$ cat src/rtl/frac_synth_pkg.sv
package frac_synth_pkg;
   localparam int unsigned DEF_REG_W  = 32;
   localparam int unsigned DEF_DIV_W  = 17;
   localparam int unsigned DEF_FRAC_W = 14;

   typedef enum logic [0:0] {
      PH_IDLE = 1'b0,
      PH_RUN  = 1'b1
   } phase_e;
endpackage

$ cat src/rtl/frac_synth_regs.sv
module frac_synth_regs #(
   parameter int unsigned REG_W = 32,
   parameter int unsigned DIV_W = 17
) (
   input  logic             clk,
   input  logic             rst,
   input  logic             reg_wr,
   input  logic             fld_wr,
   input  logic [REG_W-1:0] wdata,
   output logic [REG_W-1:0] rdata,
   output logic [DIV_W-1:0] div_field
);
   localparam int unsigned UP_W = REG_W - DIV_W;

   initial begin
      a_cfg_widths: assert (REG_W >= DIV_W && DIV_W > 1)
         else $error("register narrower than divisor field");
   end

   logic [DIV_W-1:0] field_q;

   always_ff @(posedge clk) begin
      if (rst)
         field_q <= '0;
      else if (reg_wr || fld_wr)
         field_q <= wdata[DIV_W-1:0];
   end

   assign div_field = field_q;

   generate
      if (UP_W > 0) begin : g_upper
         logic [UP_W-1:0] upper_q;
         always_ff @(posedge clk) begin
            if (rst)
               upper_q <= '0;
            else if (reg_wr)
               upper_q <= wdata[REG_W-1:DIV_W];
         end
         assign rdata = {upper_q, field_q};

         // field-only writes leave the upper bits untouched
         a_r3_upper_kept: assert property (@(posedge clk) disable iff (rst)
            (fld_wr && !reg_wr) |=> $stable(upper_q));
      end else begin : g_flat
         assign rdata = field_q;
      end
   endgenerate

   // a full write is visible on the next cycle
   a_r2_readback: assert property (@(posedge clk) disable iff (rst)
      reg_wr |=> (rdata == $past(wdata)));
endmodule

$ cat src/rtl/frac_synth_core.sv
module frac_synth_core
   import frac_synth_pkg::*;
#(
   parameter int unsigned DIV_W  = 17,
   parameter int unsigned FRAC_W = 14
) (
   input  logic             clk,
   input  logic             rst,
   input  logic [DIV_W-1:0] div_cfg,
   output logic             synth_out,
   output logic             rise_stb
);
   localparam int unsigned ACC_W = DIV_W + 1;
   localparam logic [DIV_W-1:0] ONE = DIV_W'(1) << FRAC_W;

   initial begin
      a_cfg_frac: assert (FRAC_W < DIV_W)
         else $error("fraction must leave at least one integer bit");
   end

   logic [DIV_W-1:0] div_eff;
   logic [DIV_W-1:0] act_q;
   logic [ACC_W-1:0] acc_q;
   logic [ACC_W-1:0] acc_sum;
   logic             out_q;
   logic             stb_q;
   logic             hit;
   phase_e           phase;

   // clamp: nonzero values under 1.0 become 1.0
   always_comb begin
      if (div_cfg != '0 && div_cfg < ONE)
         div_eff = ONE;
      else
         div_eff = div_cfg;
   end

   assign phase   = (act_q != '0) ? PH_RUN : PH_IDLE;
   assign acc_sum = acc_q + ACC_W'(ONE);
   assign hit     = (phase == PH_RUN) && (acc_sum >= {1'b0, act_q});

   always_ff @(posedge clk) begin
      if (rst) begin
         act_q <= '0;
         acc_q <= '0;
         out_q <= 1'b0;
         stb_q <= 1'b0;
      end else begin
         stb_q <= 1'b0;
         if (phase == PH_IDLE) begin
            act_q <= div_eff;
            acc_q <= '0;
            out_q <= 1'b0;
         end else if (hit) begin
            act_q <= div_eff;
            if (div_eff == '0) begin
               out_q <= 1'b0;
               acc_q <= '0;
            end else begin
               out_q <= ~out_q;
               stb_q <= ~out_q;
               acc_q <= acc_sum - {1'b0, act_q};
            end
         end else begin
            acc_q <= acc_sum;
         end
      end
   end

   assign synth_out = out_q;
   assign rise_stb  = stb_q;

   // the active divisor is never in the open range (0, 1.0)
   a_r5_clamp: assert property (@(posedge clk) disable iff (rst)
      (act_q == '0) || (act_q >= ONE));

   // an idle synthesizer drives low
   a_r4_idle_low: assert property (@(posedge clk) disable iff (rst)
      (act_q == '0) |-> !out_q);

   // accumulator residue stays below the active divisor
   a_r6_acc_bound: assert property (@(posedge clk) disable iff (rst)
      (act_q != '0) |-> (acc_q < {1'b0, act_q}));

   // a running divisor changes only on a toggle
   a_r7_update_on_toggle: assert property (@(posedge clk) disable iff (rst)
      ((act_q != $past(act_q)) && ($past(act_q) != '0)) |-> $past(hit));

   // strobe coincides with a fresh rising edge
   a_r8_strobe_edge: assert property (@(posedge clk) disable iff (rst)
      rise_stb |-> (synth_out && !$past(synth_out)));
endmodule

$ cat src/rtl/frac_synth.sv
module frac_synth
   import frac_synth_pkg::*;
#(
   parameter int unsigned REG_W  = DEF_REG_W,
   parameter int unsigned DIV_W  = DEF_DIV_W,
   parameter int unsigned FRAC_W = DEF_FRAC_W
) (
   input  logic             clk,
   input  logic             rst,
   input  logic             reg_wr,
   input  logic             fld_wr,
   input  logic [REG_W-1:0] reg_wdata,
   output logic [REG_W-1:0] reg_rdata,
   output logic             synth_out,
   output logic             rise_stb
);
   logic [DIV_W-1:0] div_field;

   frac_synth_regs #(.REG_W(REG_W), .DIV_W(DIV_W)) regs_i (
      .clk       (clk),
      .rst       (rst),
      .reg_wr    (reg_wr),
      .fld_wr    (fld_wr),
      .wdata     (reg_wdata),
      .rdata     (reg_rdata),
      .div_field (div_field)
   );

   frac_synth_core #(.DIV_W(DIV_W), .FRAC_W(FRAC_W)) core_i (
      .clk       (clk),
      .rst       (rst),
      .div_cfg   (div_field),
      .synth_out (synth_out),
      .rise_stb  (rise_stb)
   );

   // reset leaves the outputs quiet
   a_r1_reset_quiet: assert property (@(posedge clk)
      $past(rst) |-> (!synth_out && !rise_stb && reg_rdata == '0));
endmodule

$ cat config.mk
export PLATFORM = sky130hd
export DESIGN_NAME = frac_synth
export DESIGN_NICKNAME = d
export VERILOG_FILES = /design/src/rtl/frac_synth_pkg.sv /design/src/rtl/frac_synth_regs.sv /design/src/rtl/frac_synth_core.sv /design/src/rtl/frac_synth.sv
export SDC_FILE = /design/constraint.sdc
export NUM_CORES = 1
export LEC_CHECK = 0
export CORE_ASPECT_RATIO = 1.25
export CORE_MARGIN = 8
export CORE_UTILIZATION = 55
export CTS_CLUSTER_SIZE = 20
export DETAILED_ROUTE_END_ITERATION = 16
export PLACE_DENSITY_LB_ADDON = 0.2
export SLEW_MARGIN = 20
export SYNTH_ARGS = -nofsm -noshare
export SYNTH_HDL_FRONTEND = slang
export SYNTH_SLANG_ARGS = --single-unit
$ cat constraint.sdc
create_clock -name clk -period 6.9 [get_ports clk]
set_input_delay 1.38 -clock clk [delete_from_list [all_inputs] [get_ports clk]]
set_output_delay 1.38 -clock clk [all_outputs]
set_load 0.05 [all_outputs]
==> impl_metrics.ini, run 1 <==
[worst_hold_path]
worstHoldStart = core_i.acc_q[12]
holdCritPathClass = reg -> reg

[critical_path]
crit_arrival_ns = 3.61
regToRegStartpoint = core_i.act_q[0]
worstPathRequired_ns = 7.17
crit_path_start = reg_wr
reg2reg_setup_slack_ns = 3.76
start_kind = input port
critPathKind = in -> reg
worstSetupEndpointType = flip-flop
cp_max_fo = 17

[global_route]
grtUsageTotal = 0.207
grt_pass1_wl_mm = 15.2
antenna_found_initial = 0
grt_pass1_vias = 3351
gr-total-overflow = 0
grt_max_degree = 54

[place]
io_buffers = 69
dp_hpwl_mm = 6.79
gp_congestion = 0.919
placed_area_sq_um = 4240

[layout]
antennaDiodeCount = 0
drive_gt1_frac = 0.0552
fillers = 504
fin_area_sq_um = 4410
regArea_sq_um = 1380
layout.nets = 540
multiInputGateArea_sq_um = 1970
area_growth_pct = 24.3

[cts]
cts_setup_buffers = 0
cts_resized = 0
htree_num_levels = 3
cts_sinks = 69
numCtsBuffers = 9
clkTransAtPathRegs_ns = 0.07
cts_tree = done
ctsHoldBuffers = 0
cts-root-buf = clkbuf_8
cts_buffer_depth = 2
clk_latency_ns = 0.35

[power]
ir_drop_mv = 0.257
power_density_nw_per_um2 = 470
p_leak_nw = 1.76

[synth]
yosysSeqAreaShare = 0.389
synthMuxAreaShare = 0.0564
ys_warn_count = 0
netlist_instances = 427
synth_simple_gate_area_share = 0.190
synth_top_family_by_area = compound AO/OA/AOI/OAI gates
synth-xor-area-share = 0.0345
synth_fa_ha_area_frac = 0.0691
netlist_area_sq_um = 3550
syn-mean-instance-area_sq_um = 8.31
synth_edf_count = 0
ys_types = 50
synth_compound_area_frac = 0.203
async_flop_share = 0
syn_nets = 482
synth_flop_cell = dfxtp_1
synth_seq_cells = 69

[timing]
max_slew_margin = 0.292
worstMarginPinSlew_ns = 1.06
min_period_ns = 3.33
fmax_mhz = 300
tns_ns = 0
final_max_slew_viol_count = 0
finalHoldViolations = 0
rsz0062_at_grt = no
skew_ns = 0.00668
fin_crit_sh = 0.483
finalSetupViolations = 0

[routing]
drc_errors = 0
first_iter_violations = 119
avgRoutedWirePerCell_um = 16.0
vias = 3255
vias_per_cell = 5.67
antenna_left = 0
drt_wl_total_mm = 9.19
drtPass1Iterations = 5

[floorplan]
die_w_um = 87.9
initial_core_util = 0.572
core_area_sq_um = 6210
die_y_um = 106
num_io_pins = 70
rows = 32
die-area_sq_um = 9300

[status]
status = completed

[flow_run]
drv_cap = 0
-- where the power goes --
group          internal (mW)  switching, mW  leakage [nW]
clock network          0.137          0.154        0.0812
logic                  0.504          0.780          1.11
registers              0.460         0.0374         0.566
total                   1.10          0.971          1.76
-- cell families after synthesis --
family                     count (synthesis)
and+or+nand+nor                          152
adders and majority gates                 19
DFF                                       69
xor gates and xnor gates                  14
AOI/OAI and AO/OA                        104
muxes                                     20
buffers and inverters                     49
-- metrics by stage --
step	setup WS, ns	total power [mW]	hold slack, ns	instances	utilization
floorplan	4.29	1.56	0.436	427	-
global placement	3.28	1.75	0.444	559	0.684
detailed placement	3.20	1.78	0.451	559	0.684
CTS	3.57	2.07	0.461	574	0.711
global route	3.32	2.23	0.478	574	0.711
finish	3.57	2.07	0.458	574	0.711
-- layout make-up --
type,instances,share of cell area
Timing Repair Buffer,70,0.157
Clock inverter,4,0.00567
Multi-Input combinational cell,309,0.446
Sequential cell,69,0.313
Tap cell,85,0.0241
Clock buffer,11,0.0321
Inverter,26,0.0221
-- worst max-delay path, cell delays in order --
cell	delay [ns]
clkdlybuf4s50_1	0.88
nor2_1	1.03
nand2_1	0.16
a21oi_1	0.15
-- cells in the mapped netlist (3+ instances only) --
| cell | count | share of area |
|---|---|---|
| o21ai_0 | 9 | 0.013 |
| dfxtp_1 | 69 | 0.39 |
| xnor2_1 | 8 | 0.020 |
| and3_1 | 5 | 0.0088 |
| xor2_1 | 6 | 0.015 |
| a211oi_1 | 7 | 0.015 |
| nand4_1 | 3 | 0.0053 |
| o21a_1 | 3 | 0.0063 |
| clkbuf_1 | 16 | 0.017 |
| a21oi_1 | 42 | 0.059 |
| buf_2 | 3 | 0.0042 |
| nand3_1 | 30 | 0.042 |
| o31ai_1 | 15 | 0.032 |
| ha_1 | 18 | 0.063 |
| nor3_1 | 4 | 0.0056 |
| mux2i_1 | 20 | 0.056 |
| nor4_1 | 6 | 0.011 |
| a21o_1 | 6 | 0.013 |
| nand2_1 | 55 | 0.058 |
| inv_1 | 26 | 0.027 |
| nor2_1 | 40 | 0.042 |
-- cell usage in the layout (no fill, tap or decap), types with 3 or more instances in the layout --
cell              n
inv_1            26
clkdlybuf4s50_1  68
mux2i_1          20
a21o_1            6
o21a_1            3
nor2_1           40
xor2_1            6
nor3_1            4
o31ai_1          15
a211oi_1          7
and3_1            5
clkbuf_8         10
dfxtp_1          69
nand4_1           3
nor4_1            6
a21oi_1          42
nand3_1          30
xnor2_1           8
ha_1             18
nand2_1          55
o21ai_0           9
-- sequential cells by signal, summed over array words and instances (netlist names) --
name	flops
core_i.synth_out	1
regs_i.div_field	17
core_i.acc_q	18
core_i.act_q	17
core_i.rise_stb	1
regs_i.g_upper.upper_q	15
-- per-layer routing --
metal / GRT usage / wire length (um) / up-vias
met3: 0.0738 / 672 / 18
met5: 0 / 0 / -
met1: 0.216 / 3820 / 1512
met2: 0.351 / 4470 / 102
li1: - / - / 1623
met4: 0.109 / 222 / 0
-- worst paths after layout --
kind,to,depth (start not counted)
max,regs_i.div_field[11],4
min,core_i.acc_q[12],2
max reg2reg,core_i.acc_q[16],10
min reg2reg,core_i.acc_q[12],2
Note: power is estimated with default switching activity, not from simulation.
==> run 2, diff against run 1 <==
Settings changed: CORE_UTILIZATION 55 to 52.
Clock period 6.9 ns to 3.4 ns, I/O delays scaled along.
==> run 2 against run 1 <==
Non-clock buffer count is 6 higher. Final area is 2.8% higher. Hold slack better by 0.0021 ns. Setup slack worse by 3.1 ns. Via count stayed put. Critical path type is now reg -> reg. Sequential share of layout area is 0.86 points lower. Critical endpoint is now core_i.act_q[8]. Power is 120% higher. Final cell count is 1.6% higher. Global-route usage is 1.4 points lower. Critical path depth is 7 higher.
==> impl_metrics.ini, run 2 (synthesis results as in run 1) <==
[worst_hold_path]
holdCritPathClass = reg -> reg

[place]
dp_hpwl_mm = 6.67
io_buffers = 69
place_ws_ns = 0.467
gp_congestion = 0.895

[cts]
cts_sinks = 69
clkTransAtPathRegs_ns = 0.07
cts_resized = 0
cts_tree = done
numCtsBuffers = 9
ctsHoldBuffers = 0
clk_latency_ns = 0.36
htree_num_levels = 3
cts-root-buf = clkbuf_8
cts_setup_buffers = 0
cts_buffer_depth = 2

[power]
ir_drop_mv = 0.660
p_leak_nw = 1.82
total_power_mw = 4.54
power_density_nw_per_um2 = 1000

[global_route]
grtUsageMet2 = 0.327
antenna_found_initial = 0
met3_usage = 0.0672
grt_max_degree = 54
grtUsageTotal = 0.193
met1_usage = 0.214
gr-total-overflow = 0
top_usage_layer = met2
grt_pass1_vias = 3298
grt_pass1_wl_mm = 15.4

[routing]
antenna_left = 0
vias_per_cell = 5.58
avgRoutedWirePerCell_um = 15.9
drc_errors = 0
vias = 3255
first_iter_violations = 135
drtPass1Iterations = 4
drt_wl_total_mm = 9.25

[layout]
drive_gt1_frac = 0.0706
layout.nets = 546
layout_common_cells = dfxtp_1, clkdlybuf4s50_1, nand2_1
regMostFlops = core_i.acc_q
regArea_sq_um = 1380
largest_register_ff_count = 18
final_common_cell = dfxtp_1
fillers = 571
area_growth_pct = 27.7
antennaDiodeCount = 0
multiInputGateArea_sq_um = 1980

[timing]
skew_ns = 0.0106
finalSetupViolations = 0
fin_ws_ns = 0.450
tns_ns = 0
fmax_mhz = 339
fin_crit_sh = 0.868
finalHoldViolations = 0
rsz0062_at_grt = no
final_max_slew_viol_count = 0
max_slew_margin = 0.281
worstMarginPinSlew_ns = 1.07
min_period_ns = 2.95

[floorplan]
initial_core_util = 0.537
num_io_pins = 70
die_y_um = 108
core_area_sq_um = 6610
die-area_sq_um = 9740
rows = 33
die_w_um = 89.9

[status]
status = completed

[critical_path]
worstPathRequired_ns = 3.66
cp_max_fo = 30
worstSetupEndpointType = flip-flop
start_kind = flip-flop
crit_arrival_ns = 3.21
critPathKind = reg -> reg

[flow_run]
drv_cap = 0
==> run 2: final cells by class <==
cell class / instances / share of cell area
multi-input combinational: 309 / 0.436
sequential: 69 / 0.305
timing repair buffer: 76 / 0.163
clock buffer: 10 / 0.0304
tap: 87 / 0.0240
inverter: 26 / 0.0215
clock inverter: 6 / 0.0207
==> run 2: worst max-delay path: stages, from the launching register on <==
cell	delay, ns
dfxtp_1	0.32
inv_1	0.05
ha_1	0.16
inv_1	0.06
fa_1	0.41
a21o_1	0.20
a221oi_2	0.32
a211oi_1	0.15
nor2_1	0.30
o221ai_4	0.40
buf_4	0.28
o31ai_1	0.20
==> run 2: worst paths after layout <==
path                    start               end  cells after the start  slack [ns]
max           core_i.acc_q[0]   core_i.act_q[8]                     11        0.45
min          core_i.acc_q[12]  core_i.acc_q[12]                      2        0.46
max reg2reg   core_i.acc_q[0]   core_i.act_q[8]                     11        0.45
min reg2reg  core_i.acc_q[12]  core_i.acc_q[12]                      2        0.46
==> run 2: stage by stage <==
| stage | instance area [sq um] | instances | hold WS (ns) | utilization |
|---|---|---|---|---|
| floorplan | 3550 | 427 | 0.436 | - |
| global placement | 4290 | 567 | 0.443 | 0.650 |
| detailed placement | 4300 | 567 | 0.451 | 0.651 |
| CTS | 4530 | 583 | 0.461 | 0.686 |
| global route | 4530 | 583 | 0.486 | 0.686 |
| finish | 4530 | 583 | 0.460 | 0.686 |
==> run 2: routing by layer <==
metal | vias to the layer above | share of wire
met5 | - | 0
met4 | 0 | 0.027
met2 | 89 | 0.48
met1 | 1509 | 0.43
li1 | 1635 | -
met3 | 22 | 0.065
==> run 2: power by group <==
part / internal (mW) / switching [mW] / leakage [nW] / total (mW)
sequential: 0.933 / 0.0828 / 0.566 / 1.02
combinational: 1.11 / 1.64 / 1.14 / 2.74
clock: 0.438 / 0.338 / 0.113 / 0.776
